### src/rtl/hs_pkg.sv
package hs_pkg;
  typedef enum logic {
    IN_IDLE,
    IN_HELD
  } in_state_e;

  typedef enum logic [1:0] {
    OUT_IDLE,
    OUT_SETUP,
    OUT_STROBE,
    OUT_RELEASE
  } out_state_e;
endpackage

### src/rtl/hs_sync.sv
module hs_sync #(
  parameter int STAGES  = 2,
  parameter bit RST_VAL = 1'b1
) (
  input  logic clk_i,
  input  logic rst_ni,
  input  logic d_i,
  output logic q_o
);
  localparam int LAST = STAGES - 1;

  logic [LAST:0] chain_q;

  always_ff @(posedge clk_i or negedge rst_ni) begin
    if (!rst_ni) begin
      chain_q <= {STAGES{RST_VAL}};
    end else begin
      chain_q[0] <= d_i;
      for (int i = 1; i < STAGES; i++) chain_q[i] <= chain_q[i-1];
    end
  end

  assign q_o = chain_q[LAST];
endmodule

### src/rtl/hs_in_ctrl.sv
module hs_in_ctrl
  import hs_pkg::*;
#(
  parameter int DW = 8
) (
  input  logic          clk_i,
  input  logic          rst_ni,
  input  logic          clr_i,
  input  logic          dav_s_i,
  input  logic [DW-1:0] port_d_i,
  input  logic          rd_i,
  output logic          rdy_o,
  output logic          flag_o,
  output logic [DW-1:0] hold_o
);
  in_state_e     state_q;
  logic          dav_d_q;
  logic          flag_q;
  logic [DW-1:0] hold_q;
  logic          dav_fall;

  always_ff @(posedge clk_i or negedge rst_ni) begin
    if (!rst_ni) dav_d_q <= 1'b1;
    else         dav_d_q <= dav_s_i;
  end

  assign dav_fall = dav_d_q & ~dav_s_i;

  always_ff @(posedge clk_i or negedge rst_ni) begin
    if (!rst_ni) begin
      state_q <= IN_IDLE;
      flag_q  <= 1'b0;
      hold_q  <= '0;
    end else if (clr_i) begin
      state_q <= IN_IDLE;
      flag_q  <= 1'b0;
    end else begin
      unique case (state_q)
        IN_IDLE: begin
          if (dav_fall) begin
            hold_q  <= port_d_i;
            flag_q  <= 1'b1;
            state_q <= IN_HELD;
          end
        end
        IN_HELD: begin
          if (rd_i) flag_q <= 1'b0;
          // leave only once strobe released and byte consumed
          if (dav_s_i && !flag_q) state_q <= IN_IDLE;
        end
        default: state_q <= IN_IDLE;
      endcase
    end
  end

  assign rdy_o  = (state_q == IN_IDLE);
  assign flag_o = flag_q;
  assign hold_o = hold_q;

  p_rdy_waits_release_r4: assert property (@(posedge clk_i) disable iff (!rst_ni)
    ($rose(rdy_o) && !$past(clr_i)) |-> ($past(dav_s_i) && !$past(flag_q)));

  p_no_overwrite_r5: assert property (@(posedge clk_i) disable iff (!rst_ni)
    (flag_q && !clr_i) |=> $stable(hold_q));

  p_read_clears_r6: assert property (@(posedge clk_i) disable iff (!rst_ni)
    (flag_q && rd_i) |=> !flag_q);
endmodule

### src/rtl/hs_out_ctrl.sv
module hs_out_ctrl
  import hs_pkg::*;
#(
  parameter int DW = 8
) (
  input  logic          clk_i,
  input  logic          rst_ni,
  input  logic          clr_i,
  input  logic          rdy_s_i,
  input  logic          wr_i,
  input  logic [DW-1:0] wdata_i,
  input  logic          rd_i,
  output logic [DW-1:0] data_o,
  output logic          dav_n_o,
  output logic          flag_o
);
  out_state_e    state_q;
  logic [DW-1:0] data_q;
  logic          dav_n_q;
  logic          flag_q;

  always_ff @(posedge clk_i or negedge rst_ni) begin
    if (!rst_ni) begin
      state_q <= OUT_IDLE;
      data_q  <= '0;
      dav_n_q <= 1'b1;
      flag_q  <= 1'b0;
    end else if (clr_i) begin
      state_q <= OUT_IDLE;
      dav_n_q <= 1'b1;
      flag_q  <= 1'b0;
    end else begin
      if (rd_i) flag_q <= 1'b0;
      unique case (state_q)
        OUT_IDLE: begin
          if (wr_i) begin
            data_q  <= wdata_i;
            flag_q  <= 1'b0;
            state_q <= OUT_SETUP;
          end
        end
        OUT_SETUP: begin
          dav_n_q <= 1'b0;
          state_q <= OUT_STROBE;
        end
        OUT_STROBE: begin
          if (!rdy_s_i) begin
            dav_n_q <= 1'b1;
            state_q <= OUT_RELEASE;
          end
        end
        OUT_RELEASE: begin
          if (rdy_s_i) begin
            flag_q  <= 1'b1;
            state_q <= OUT_IDLE;
          end
        end
        default: state_q <= OUT_IDLE;
      endcase
    end
  end

  assign data_o  = data_q;
  assign dav_n_o = dav_n_q;
  assign flag_o  = flag_q;

  p_dav_after_data_r7: assert property (@(posedge clk_i) disable iff (!rst_ni)
    $fell(dav_n_q) |-> $stable(data_q));

  p_dav_rise_after_rdy_r8: assert property (@(posedge clk_i) disable iff (!rst_ni)
    ($rose(dav_n_q) && !$past(clr_i)) |-> !$past(rdy_s_i));

  p_busy_write_ignored_r9: assert property (@(posedge clk_i) disable iff (!rst_ni)
    (wr_i && state_q != OUT_IDLE && !clr_i) |=> $stable(data_q));

  p_done_after_rdy_r9: assert property (@(posedge clk_i) disable iff (!rst_ni)
    $rose(flag_q) |-> ($past(rdy_s_i) && dav_n_q));
endmodule

### src/rtl/strobe_port_hs.sv
module strobe_port_hs #(
  parameter int DW          = 8,
  parameter int SYNC_STAGES = 2
) (
  input  logic          clk_i,
  input  logic          rst_ni,
  input  logic          mode_i,
  input  logic [DW-1:0] port_d_i,
  output logic [DW-1:0] port_d_o,
  output logic          port_oe_o,
  input  logic          dav_n_i,
  output logic          dav_n_o,
  input  logic          rdy_i,
  output logic          rdy_o,
  input  logic          wr_i,
  input  logic [DW-1:0] wdata_i,
  input  logic          rd_i,
  output logic [DW-1:0] rdata_o,
  output logic          flag_o
);
  logic dav_s, rdy_s;
  logic in_rdy, in_flag;
  logic out_dav_n, out_flag;

  hs_sync #(.STAGES(SYNC_STAGES), .RST_VAL(1'b1)) u_sync_dav (
    .clk_i (clk_i),
    .rst_ni(rst_ni),
    .d_i   (dav_n_i),
    .q_o   (dav_s)
  );

  hs_sync #(.STAGES(SYNC_STAGES), .RST_VAL(1'b1)) u_sync_rdy (
    .clk_i (clk_i),
    .rst_ni(rst_ni),
    .d_i   (rdy_i),
    .q_o   (rdy_s)
  );

  hs_in_ctrl #(.DW(DW)) u_in (
    .clk_i   (clk_i),
    .rst_ni  (rst_ni),
    .clr_i   (mode_i),
    .dav_s_i (dav_s),
    .port_d_i(port_d_i),
    .rd_i    (rd_i),
    .rdy_o   (in_rdy),
    .flag_o  (in_flag),
    .hold_o  (rdata_o)
  );

  hs_out_ctrl #(.DW(DW)) u_out (
    .clk_i  (clk_i),
    .rst_ni (rst_ni),
    .clr_i  (~mode_i),
    .rdy_s_i(rdy_s),
    .wr_i   (wr_i),
    .wdata_i(wdata_i),
    .rd_i   (rd_i),
    .data_o (port_d_o),
    .dav_n_o(out_dav_n),
    .flag_o (out_flag)
  );

  assign port_oe_o = mode_i;
  assign rdy_o     = ~mode_i & in_rdy;
  assign dav_n_o   = ~mode_i | out_dav_n;
  assign flag_o    = mode_i ? out_flag : in_flag;

  p_strobes_exclusive_r1: assert property (@(posedge clk_i) disable iff (!rst_ni)
    !(rdy_o && !dav_n_o));
endmodule

### config.mk
export PLATFORM = sky130hd
export DESIGN_NAME = strobe_port_hs
export DESIGN_NICKNAME = d
export VERILOG_FILES = /design/src/rtl/hs_pkg.sv /design/src/rtl/hs_sync.sv /design/src/rtl/hs_in_ctrl.sv /design/src/rtl/hs_out_ctrl.sv /design/src/rtl/strobe_port_hs.sv
export SDC_FILE = /design/constraint.sdc
export NUM_CORES = 1
export LEC_CHECK = 0
export ABC_AREA = 0
export CORE_MARGIN = 2
export CORE_UTILIZATION = 38
export CTS_CLUSTER_DIAMETER = 30
export DETAILED_ROUTE_END_ITERATION = 10
export PLACE_DENSITY = 0.69
export REMOVE_ABC_BUFFERS = 1
export SKIP_CTS_REPAIR_TIMING = 1
export SLEW_MARGIN = 20
export SYNTH_ARGS = -nofsm -noshare
export SYNTH_HDL_FRONTEND = slang
export SYNTH_SLANG_ARGS = --single-unit
### constraint.sdc
create_clock -name clk_i -period 1.3 [get_ports clk_i]
set_input_delay 0.195 -clock clk_i [delete_from_list [all_inputs] [get_ports clk_i]]
set_output_delay 0.195 -clock clk_i [all_outputs]
set_load 0.1 [all_outputs]
==> flow_summary_export.csv, run 1 <==
group,metric,value,unit
logic_synthesis,netlist_top_cells_area,"dfrtp_1 46%, mux2_2 17%, dfstp_2 14%, ha_1 4.4%, nor2b_1 2.2%",
pwr,seqPwrFrac,27.1,%
global_routing,grt_first_pass_wirelength,4170,um
floorplan,dieArea,3450,um^2
floorplan,chipWidth,58.7,um
setup_path,criticalPathCategory,"register to register",
timing,worst_pin_slew,0.281,ns
pwr,p_leak,0.932,nW
pwr,switching_share,48.4,%
global_routing,antenna_found_initial,0,
cells_and_area,seq_area,683,um^2
setup_path,worst-endpoint-arrival,1.69,ns
timing,fin_worst_skew,0.00503,ns
pwr,power_density,2380,nW/um^2
pwr,ir_worst_vdd,0.00186,V
setup_path,required,1.53,ns
logic_synthesis,synth_common_cells,"21 x dfrtp_1, 17 x mux2_2, 6 x dfstp_2, 6 x nand2_1",
run_status,violations,"DRC, setup timing",
clock_network,cts_sinks,27,
floorplan,rows,19,
logic_synthesis,avgSynthCellArea,14.0,um^2
clock_network,clk_path_buf_depth,2,
pwr,cellInternalPower,0.00254,W
global_routing,grt_pass1_vias,877,
setup_path,end_kind,"register",
timing,fin_tns_setup,-1.18,ns
logic_synthesis,seq_area_frac_synth,60.1,%
cells_and_area,fill_cells,181,
route,wl,2650,um
cells_and_area,design_area,2070,um^2
setup_path,path_max_fanout,3,
floorplan,die_h,58.7,um
logic_synthesis,yosysWarningCount,0,
floorplan,core,2810,um^2
placement,globalplace.congestion,0.756,
route,vias,837,
setup_path,start_kind,"register",
cells_and_area,layout.nets,170,
logic_synthesis,netlist_instances,81,
timing,min_period_over_period,112,%
timing,rsz0062_at_grt,"true",
global_routing,grt.busiest_layer,"met2",
logic_synthesis,yosys.cell_count.top_type,"dfrtp_1",
cells_and_area,area_delta_synth_final,82.0,%
clock_network,cts_tree,"yes",
timing,final_max_slew_viol_count,0,
cells_and_area,fin_util,73.8,%
logic_synthesis,synth.distinct_cells,22,
placement,postPlaceCellArea,1900,um^2
cells_and_area,drive_gt1_share,53.5,%
timing,fin_ws,-0.160,ns
logic_synthesis,synth_edf_count,0,
logic_synthesis,synth_top_area_cell,"dfrtp_1",
pwr,p_switching,0.00238,W
pwr,comb_power_share,65.8,%
floorplan,start_util,40.5,%
clock_network,path_clk_slew,0.14,ns
global_routing,use_met1,19.2,%
logic_synthesis,ys.flop_type,"dfrtp_1",
placement,place_hpwl,1970,um
timing,finalSetupViolCount,19,
timing,fin_crit,1.46,ns
cells_and_area,diodes,0,
route,ant_nets,0,
timing,fmax,685,MHz
route,wl_per_cell,15.3,um
cells_and_area,multi_input_area,527,um^2
run_status,outcome,"complete, but fails checks",
logic_synthesis,syn_area,1140,um^2
global_routing,grt_util_met2,29.2,%
global_routing,grt_max_degree,28,
clock_network,root_buffer,"clkbuf_4",
route,avgViaCountPerCell,4.84,
route,drc,1,
timing,hold_viol,0,
run,max_cap_violations,0,
route,first_iter_violations,32,
route,first_pass_iters,7,
clock_network,cts-htree-levels,1,
logic_synthesis,netlist.area_leader.share,46.2,%
global_routing,grtUsageMet3,4.18,%
hold_path,hold_class,"input pin to asynchronous set/reset pin",
pwr,share_clk_of_total_power,7.1,%
global_routing,grt_overflow,0,
clock_network,insertion_delay,0.31,ns
logic_synthesis,ys_seq_elements,27,
placement,portBuffers,42,
global_routing,grt_use_total,16.3,%
floorplan,io_pins,43,
timing,maxSlewHeadroom,81.2,%
logic_synthesis,async_flop_share,100,%
clock_network,numCtsBuffers,3,
## power groups by stage
stage / clock (W) / combinational, W / sequential [W]
floorplan: 0 / 0.000487 / 0.00255
global placement: 0 / 0.00294 / 0.00132
detailed placement: 0 / 0.00299 / 0.00133
CTS: 0.000366 / 0.00299 / 0.00132
global route: 0.000412 / 0.00336 / 0.00136
finish: 0.000350 / 0.00324 / 0.00133
## cell type report
| class | instances | area share, % |
|---|---|---|
| inverters | 3 | 0.544 |
| flip-flops and latches | 27 | 33.0 |
| clock buffers | 4 | 1.27 |
| multi-input cells | 49 | 25.5 |
| well taps | 31 | 1.87 |
| repair buffers | 59 | 37.8 |
## per-stage QoR
stage               instances  hold WS (ns)  total power (W)  setup WS (ns)
floorplan                  79        -0.101          0.00304         -0.597
global placement          164         0.347          0.00426         -0.321
detailed placement        164         0.347          0.00432         -0.355
CTS                       168         0.210          0.00468         -0.285
global route              173         0.205          0.00513         -0.252
finish                    173         0.214          0.00492         -0.160
## sequential cells by signal, summed over array words and instances (netlist names)
| signal | cells |
|---|---|
| u_in.dav_d_q | 1 |
| u_in.flag_o | 1 |
| u_in.hold_o | 8 |
| u_in.state_q | 1 |
| u_out.data_o | 8 |
| u_out.dav_n_o | 1 |
| u_out.flag_o | 1 |
| u_out.state_q | 2 |
| u_sync_dav.chain_q | 2 |
| u_sync_rdy.chain_q | 2 |
## cells by family (layout without fill, tap and decap cells)
| logic type | Yosys count | after routing | share of synthesized area [%] |
|---|---|---|---|
| buf+inv | 5 | 66 | 2.09 |
| fa+ha+maj | 4 | 4 | 4.40 |
| mux | 19 | 19 | 18.6 |
| compound gates | 9 | 9 | 5.39 |
| flops | 27 | 27 | 60.1 |
| simple gates | 17 | 17 | 9.46 |
## worst paths after layout
| path | end | depth (start not counted) | from | slack, ns |
|---|---|---|---|---|
| max | u_out.state_q[1] | 5 | u_out.state_q[1] | -0.16 |
| min | u_out.data_o[2] | 2 | rst_ni | 0.21 |
| max reg2reg | u_out.state_q[1] | 5 | u_out.state_q[1] | -0.16 |
| min reg2reg | u_sync_dav.chain_q[1] | 0 | u_sync_dav.chain_q[0] | 0.37 |
| max in group asynchronous | u_in.dav_d_q | 2 | rst_ni | 0.86 |
| min in group clk_i | u_sync_rdy.chain_q[0] | 1 | rdy_i | 0.27 |
## critical path, stage by stage, from the launching register on
cell and delay, ns:
dfrtp_1 0.48, inv_2 0.09, ha_4 0.18, nor2b_4 0.13, a211oi_4 0.22, mux2i_1 0.28
## cells in the final DEF (no fill, tap or decap), drive strengths merged
cell type,netlist,routed
a21boi,1,1
mux2,17,17
clkbuf,0,4
inv,3,3
nand2,6,6
dlymetal6s2s,0,1
nor2b,4,4
a211oi,1,1
clkdlybuf4s50,0,21
nand3,1,1
a21oi,2,2
mux2i,2,2
a2bb2oi,1,1
and2,1,1
nand2b,2,2
nor3,1,1
dfrtp,21,21
ha,4,4
nor2,2,2
dfstp,6,6
o21ai,3,3
buf,2,37
o21bai,1,1
## layer usage
metal | vias up | part of all wire, %
li1 | 395 | -
met1 | 412 | 38
met2 | 26 | 54
met3 | 4 | 6.6
met4 | 0 | 1.0
met5 | - | 0
Power figures use the tool's default switching activity.
==> run 2, diff against run 1 <==
- CELL_PAD_IN_SITES_DETAIL_PLACEMENT: not set -> 0
- CELL_PAD_IN_SITES_GLOBAL_PLACEMENT: not set -> 1
- CORE_UTILIZATION: 38 -> 30
- PLACE_DENSITY: 0.69 -> 0.7
==> flow_summary_export.csv, run 2 (synthesized netlist as in run 1, its figures left out) <==
group,metric,value,unit
clock_network,path_clk_slew,0.10,ns
timing,fin_tns_setup,-0.591,ns
route,first_iter_violations,16,
cells_and_area,final_common_cell,"buf_12",
timing,fin_hold_ws,0.253,ns
setup_path,worst-endpoint-arrival,1.54,ns
pwr,total_power,0.00501,W
clock_network,cts-htree-levels,1,
timing,fin_worst_skew,0.00766,ns
cells_and_area,fin_util,57.6,%
timing,worst_pin_slew,0.229,ns
timing,hold_viol,0,
setup_path,start_kind,"register",
route,wl_per_cell,13.3,um
global_routing,grt_overflow,0,
placement,globalplace.congestion,0.718,
clock_network,insertion_delay,0.28,ns
cells_and_area,layout.nets,172,
clock_network,cts_sinks,27,
timing,fin_ws,-0.0596,ns
timing,fin_crit,1.36,ns
hold_path,hold_class,"input pin to asynchronous set/reset pin",
global_routing,antenna_found_initial,0,
run_status,violations,"setup timing",
global_routing,grt_max_degree,28,
route,vias,847,
timing,finalSetupViolCount,13,
run,max_cap_violations,0,
cells_and_area,fill_cells,278,
setup_path,criticalPathCategory,"register to register",
floorplan,chipWidth,65.6,um
clock_network,cts_tree,"yes",
timing,min_period_over_period,105,%
pwr,ir_worst_vdd,0.00166,V
clock_network,root_buffer,"clkbuf_8",
setup_path,required,1.48,ns
route,first_pass_iters,4,
placement,pre_cts_slack,-0.325,ns
route,avgViaCountPerCell,4.41,
run_status,outcome,"complete, but fails checks",
floorplan,dieArea,4300,um^2
timing,final_max_slew_viol_count,0,
clock_network,numCtsBuffers,3,
floorplan,io_pins,43,
global_routing,grt_first_pass_wirelength,4240,um
global_routing,grt_use_total,13.1,%
floorplan,die_h,65.6,um
cells_and_area,area_delta_synth_final,85.4,%
floorplan,start_util,31.1,%
clock_network,clk_path_buf_depth,2,
cells_and_area,diodes,0,
floorplan,rows,22,
route,ant_nets,0,
cells_and_area,final_cell_mix,"22 x buf_12, 21 x clkdlybuf4s50_1, 20 x dfrtp_1",
setup_path,path_max_fanout,8,
global_routing,grt_pass1_vias,955,
pwr,power_density,2380,nW/um^2
timing,rsz0062_at_grt,"true",
timing,maxSlewHeadroom,84.7,%
cells_and_area,drive_gt1_share,55.6,%
placement,portBuffers,42,
setup_path,end_kind,"register",
floorplan,core,3660,um^2
pwr,p_leak,0.932,nW
placement,place_hpwl,1940,um
route,drc,0,
route,wl,2550,um
timing,fmax,736,MHz
## run 2: layout make-up
type                       instances  area, um^2  area share, %
timing repair buffer              61         798           37.9
sequential                        27         684           32.5
multi-input combinational         49         504           23.9
tap                               48        60.1           2.85
clock buffer                       3        41.3           1.96
inverter                           3        11.3          0.534
clock inverter                     1        8.76          0.415
## run 2: critical path, stage by stage (launching register included)
cell      delay [ns]
dfstp_2         0.57
nand2b_4        0.06
nor3_4          0.15
buf_12          0.15
mux2_2          0.33
## run 2: stage by stage
stage,cell area (um^2),cells
floorplan,1120,79
global placement,1920,181
detailed placement,1920,181
CTS,1970,185
global route,2110,192
finish,2110,192
## run 2: worst paths after layout
path,startpoint,endpoint,slack (ns),depth (start not counted)
setup / recovery,u_in.dav_d_q,u_in.hold_o[4],-0.06,4
hold / removal,rst_ni,u_in.hold_o[1],0.25,2
setup reg to reg,u_in.dav_d_q,u_in.hold_o[4],-0.06,4
hold reg to reg,u_sync_rdy.chain_q[0],u_sync_rdy.chain_q[1],0.36,0
max in group asynchronous,rst_ni,u_out.dav_n_o,0.81,2
min in group clk_i,dav_n_i,u_sync_dav.chain_q[0],0.31,1
## run 2: power by group
group	switching (W)	total, W	leakage [nW]	internal, W
clock	0.000285	0.000510	0.0261	0.000225
combinational	0.00187	0.00317	0.589	0.00130
sequential	0.000242	0.00133	0.317	0.00109
total	0.00240	0.00501	0.932	0.00262
## run 2: metal layers
layer  part of all wire, %  GRT usage, %  vias up
met5                     0             0        -
met3                   7.4          4.79        4
li1                      -             -      400
met4                   1.1          5.47        0
met1                    42          15.6      418
met2                    50          21.4       25
==> run 3, diff against run 2 <==
- PLACE_DENSITY: 0.7 -> 0.69
- SYNTH_HIERARCHICAL: not set -> 1
==> flow_summary_export.csv, run 3 <==
group,metric,value,unit
run_status,outcome,"complete, but fails checks",
run_status,violations,"setup timing",
logic_synthesis,avgSynthCellArea,14.0,um^2
logic_synthesis,seq_area_frac_synth,58.6,%
clock_network,cts_tree,"yes",
cells_and_area,final_common_cell,"buf_12",
placement,portBuffers,42,
setup_path,end_kind,"register",
clock_network,insertion_delay,0.27,ns
global_routing,grt_use_total,13.0,%
route,ant_nets,0,
placement,globalplace.congestion,0.679,
floorplan,die_h,66.3,um
cells_and_area,layout.nets,170,
floorplan,dieArea,4400,um^2
pwr,power_density,2370,nW/um^2
clock_network,cts_sinks,27,
floorplan,rows,22,
logic_synthesis,syn_area,1160,um^2
timing,min_period_over_period,102,%
timing,rsz0062_at_grt,"true",
cells_and_area,area_delta_synth_final,82.9,%
logic_synthesis,synth_top_area_cell,"dfrtp_1",
route,avgViaCountPerCell,4.54,
cells_and_area,fill_cells,315,
clock_network,path_clk_slew,0.09,ns
logic_synthesis,yosys.cell_count.top_type,"dfrtp_1",
timing,fin_hold_ws,0.275,ns
cells_and_area,multi_input_area,553,um^2
logic_synthesis,synth_edf_count,0,
hold_path,hold_class,"input pin to asynchronous set/reset pin",
timing,worst_pin_slew,0.172,ns
clock_network,cts-htree-levels,1,
placement,place_hpwl,1930,um
clock_network,root_buffer,"clkbuf_8",
global_routing,grt_max_degree,28,
global_routing,grt_overflow,0,
timing,fmax,751,MHz
pwr,total_power,0.00506,W
global_routing,grtUsageMet3,5.45,%
floorplan,start_util,31.6,%
run,max_cap_violations,0,
logic_synthesis,synth_common_cells,"21 x dfrtp_1, 16 x mux2_2, 6 x dfstp_2, 6 x inv_1",
timing,maxSlewHeadroom,88.3,%
global_routing,grt_first_pass_wirelength,4210,um
cells_and_area,fin_util,57.8,%
global_routing,grt_pass1_vias,957,
cells_and_area,diodes,0,
logic_synthesis,ys.flop_type,"dfrtp_1",
timing,final_max_slew_viol_count,0,
cells_and_area,final_cell_mix,"22 x buf_12, 21 x clkdlybuf4s50_1, 20 x dfrtp_1",
logic_synthesis,yosysWarningCount,6,
logic_synthesis,ys_seq_elements,27,
route,vias,862,
global_routing,use_met1,13.5,%
logic_synthesis,synth.distinct_cells,23,
global_routing,antenna_found_initial,0,
route,wl,2560,um
setup_path,criticalPathCategory,"register to register",
clock_network,numCtsBuffers,3,
route,wl_per_cell,13.5,um
logic_synthesis,netlist_instances,83,
pwr,ir_worst_vdd,0.00165,V
route,first_pass_iters,4,
clock_network,clk_path_buf_depth,2,
pwr,p_leak,0.960,nW
setup_path,worst-endpoint-arrival,1.49,ns
cells_and_area,seq_area,684,um^2
cells_and_area,drive_gt1_share,54.9,%
logic_synthesis,async_flop_share,100,%
floorplan,core,3690,um^2
timing,finalSetupViolCount,11,
setup_path,path_max_fanout,8,
setup_path,required,1.46,ns
floorplan,io_pins,43,
timing,fin_crit,1.33,ns
timing,fin_ws,-0.0314,ns
logic_synthesis,netlist_top_cells_area,"dfrtp_1 45%, mux2_2 15%, dfstp_2 14%, ha_1 4.3%, nor2b_1 2.7%",
route,drc,0,
logic_synthesis,netlist.area_leader.share,45.1,%
setup_path,start_kind,"register",
timing,hold_viol,0,
timing,fin_worst_skew,0.00184,ns
floorplan,chipWidth,66.3,um
route,first_iter_violations,34,
global_routing,grt.busiest_layer,"met2",
global_routing,grt_util_met2,22.9,%
run 3: changes by cell type after synthesis, moves of 2 or more:
cell,delta
inv_1,+3
nand2_1,-5
a21oi_1,+2
o21ai_0,+2
run 3: cell families after synthesis:
group                      Yosys count  share of synthesized area, %
AOI/OAI and AO/OA                   13                          7.30
adders and majority gates            4                          4.30
buffers and inverters                8                          2.90
DFF                                 27                          58.6
muxes                               18                          17.6
and+or+nand+nor                     13                          9.24
run 3: area by class of cell:
type / count / area share, %
clock buffers: 3 / 1.94
clock inverters: 1 / 0.235
inverters: 7 / 1.23
multi-input cells: 48 / 26.0
flip-flops and latches: 27 / 32.1
well taps: 48 / 2.82
repair buffers: 56 / 35.7
run 3: where the power goes:
group | leakage, nW | internal [W] | switching, W
Combinational | 0.617 | 0.00136 | 0.00190
Sequential | 0.317 | 0.00109 | 0.000250
Clock | 0.0255 | 0.000215 | 0.000253
run 3: final timing paths:
check,startpoint,to,slack [ns],cells past startpoint
setup / recovery,u_in/dav_d_q,u_in/hold_o[2],-0.03,4
hold reg to reg,u_sync_dav/chain_q[0],u_sync_dav/chain_q[1],0.36,0
hold / removal,rst_ni,u_out/data_o[4],0.28,2
setup reg to reg,u_in/dav_d_q,u_in/hold_o[2],-0.03,4
max in group asynchronous,rst_ni,u_sync_rdy/chain_q[1],0.79,2
min in group clk_i,rdy_i,u_sync_rdy/chain_q[0],0.32,1
run 3: routing by layer:
metal | up-vias | share of wire [%]
met3 | 5 | 9.7
met2 | 30 | 51
li1 | 401 | -
met4 | 0 | 1.5
met5 | - | 0
met1 | 426 | 37
run 3: worst max-delay path, stage by stage (launching register included):
cell	delay (ns)
dfstp_2	0.55
nand2b_4	0.06
nor3_4	0.14
buf_12	0.16
mux2_4	0.30
run 3: metrics by stage:
stage                     setup TNS [ns]  setup slack [ns]  instance area, um^2  instances
after CTS                          -1.58            -0.223                 1970        184
after floorplan                   -0.416            -0.158                 1160         82
after global routing               -1.42            -0.105                 2130        190
after detailed placement           -4.83            -0.295                 1920        180
after global placement             -4.68            -0.277                 1920        180
final                             -0.221           -0.0314                 2130        190
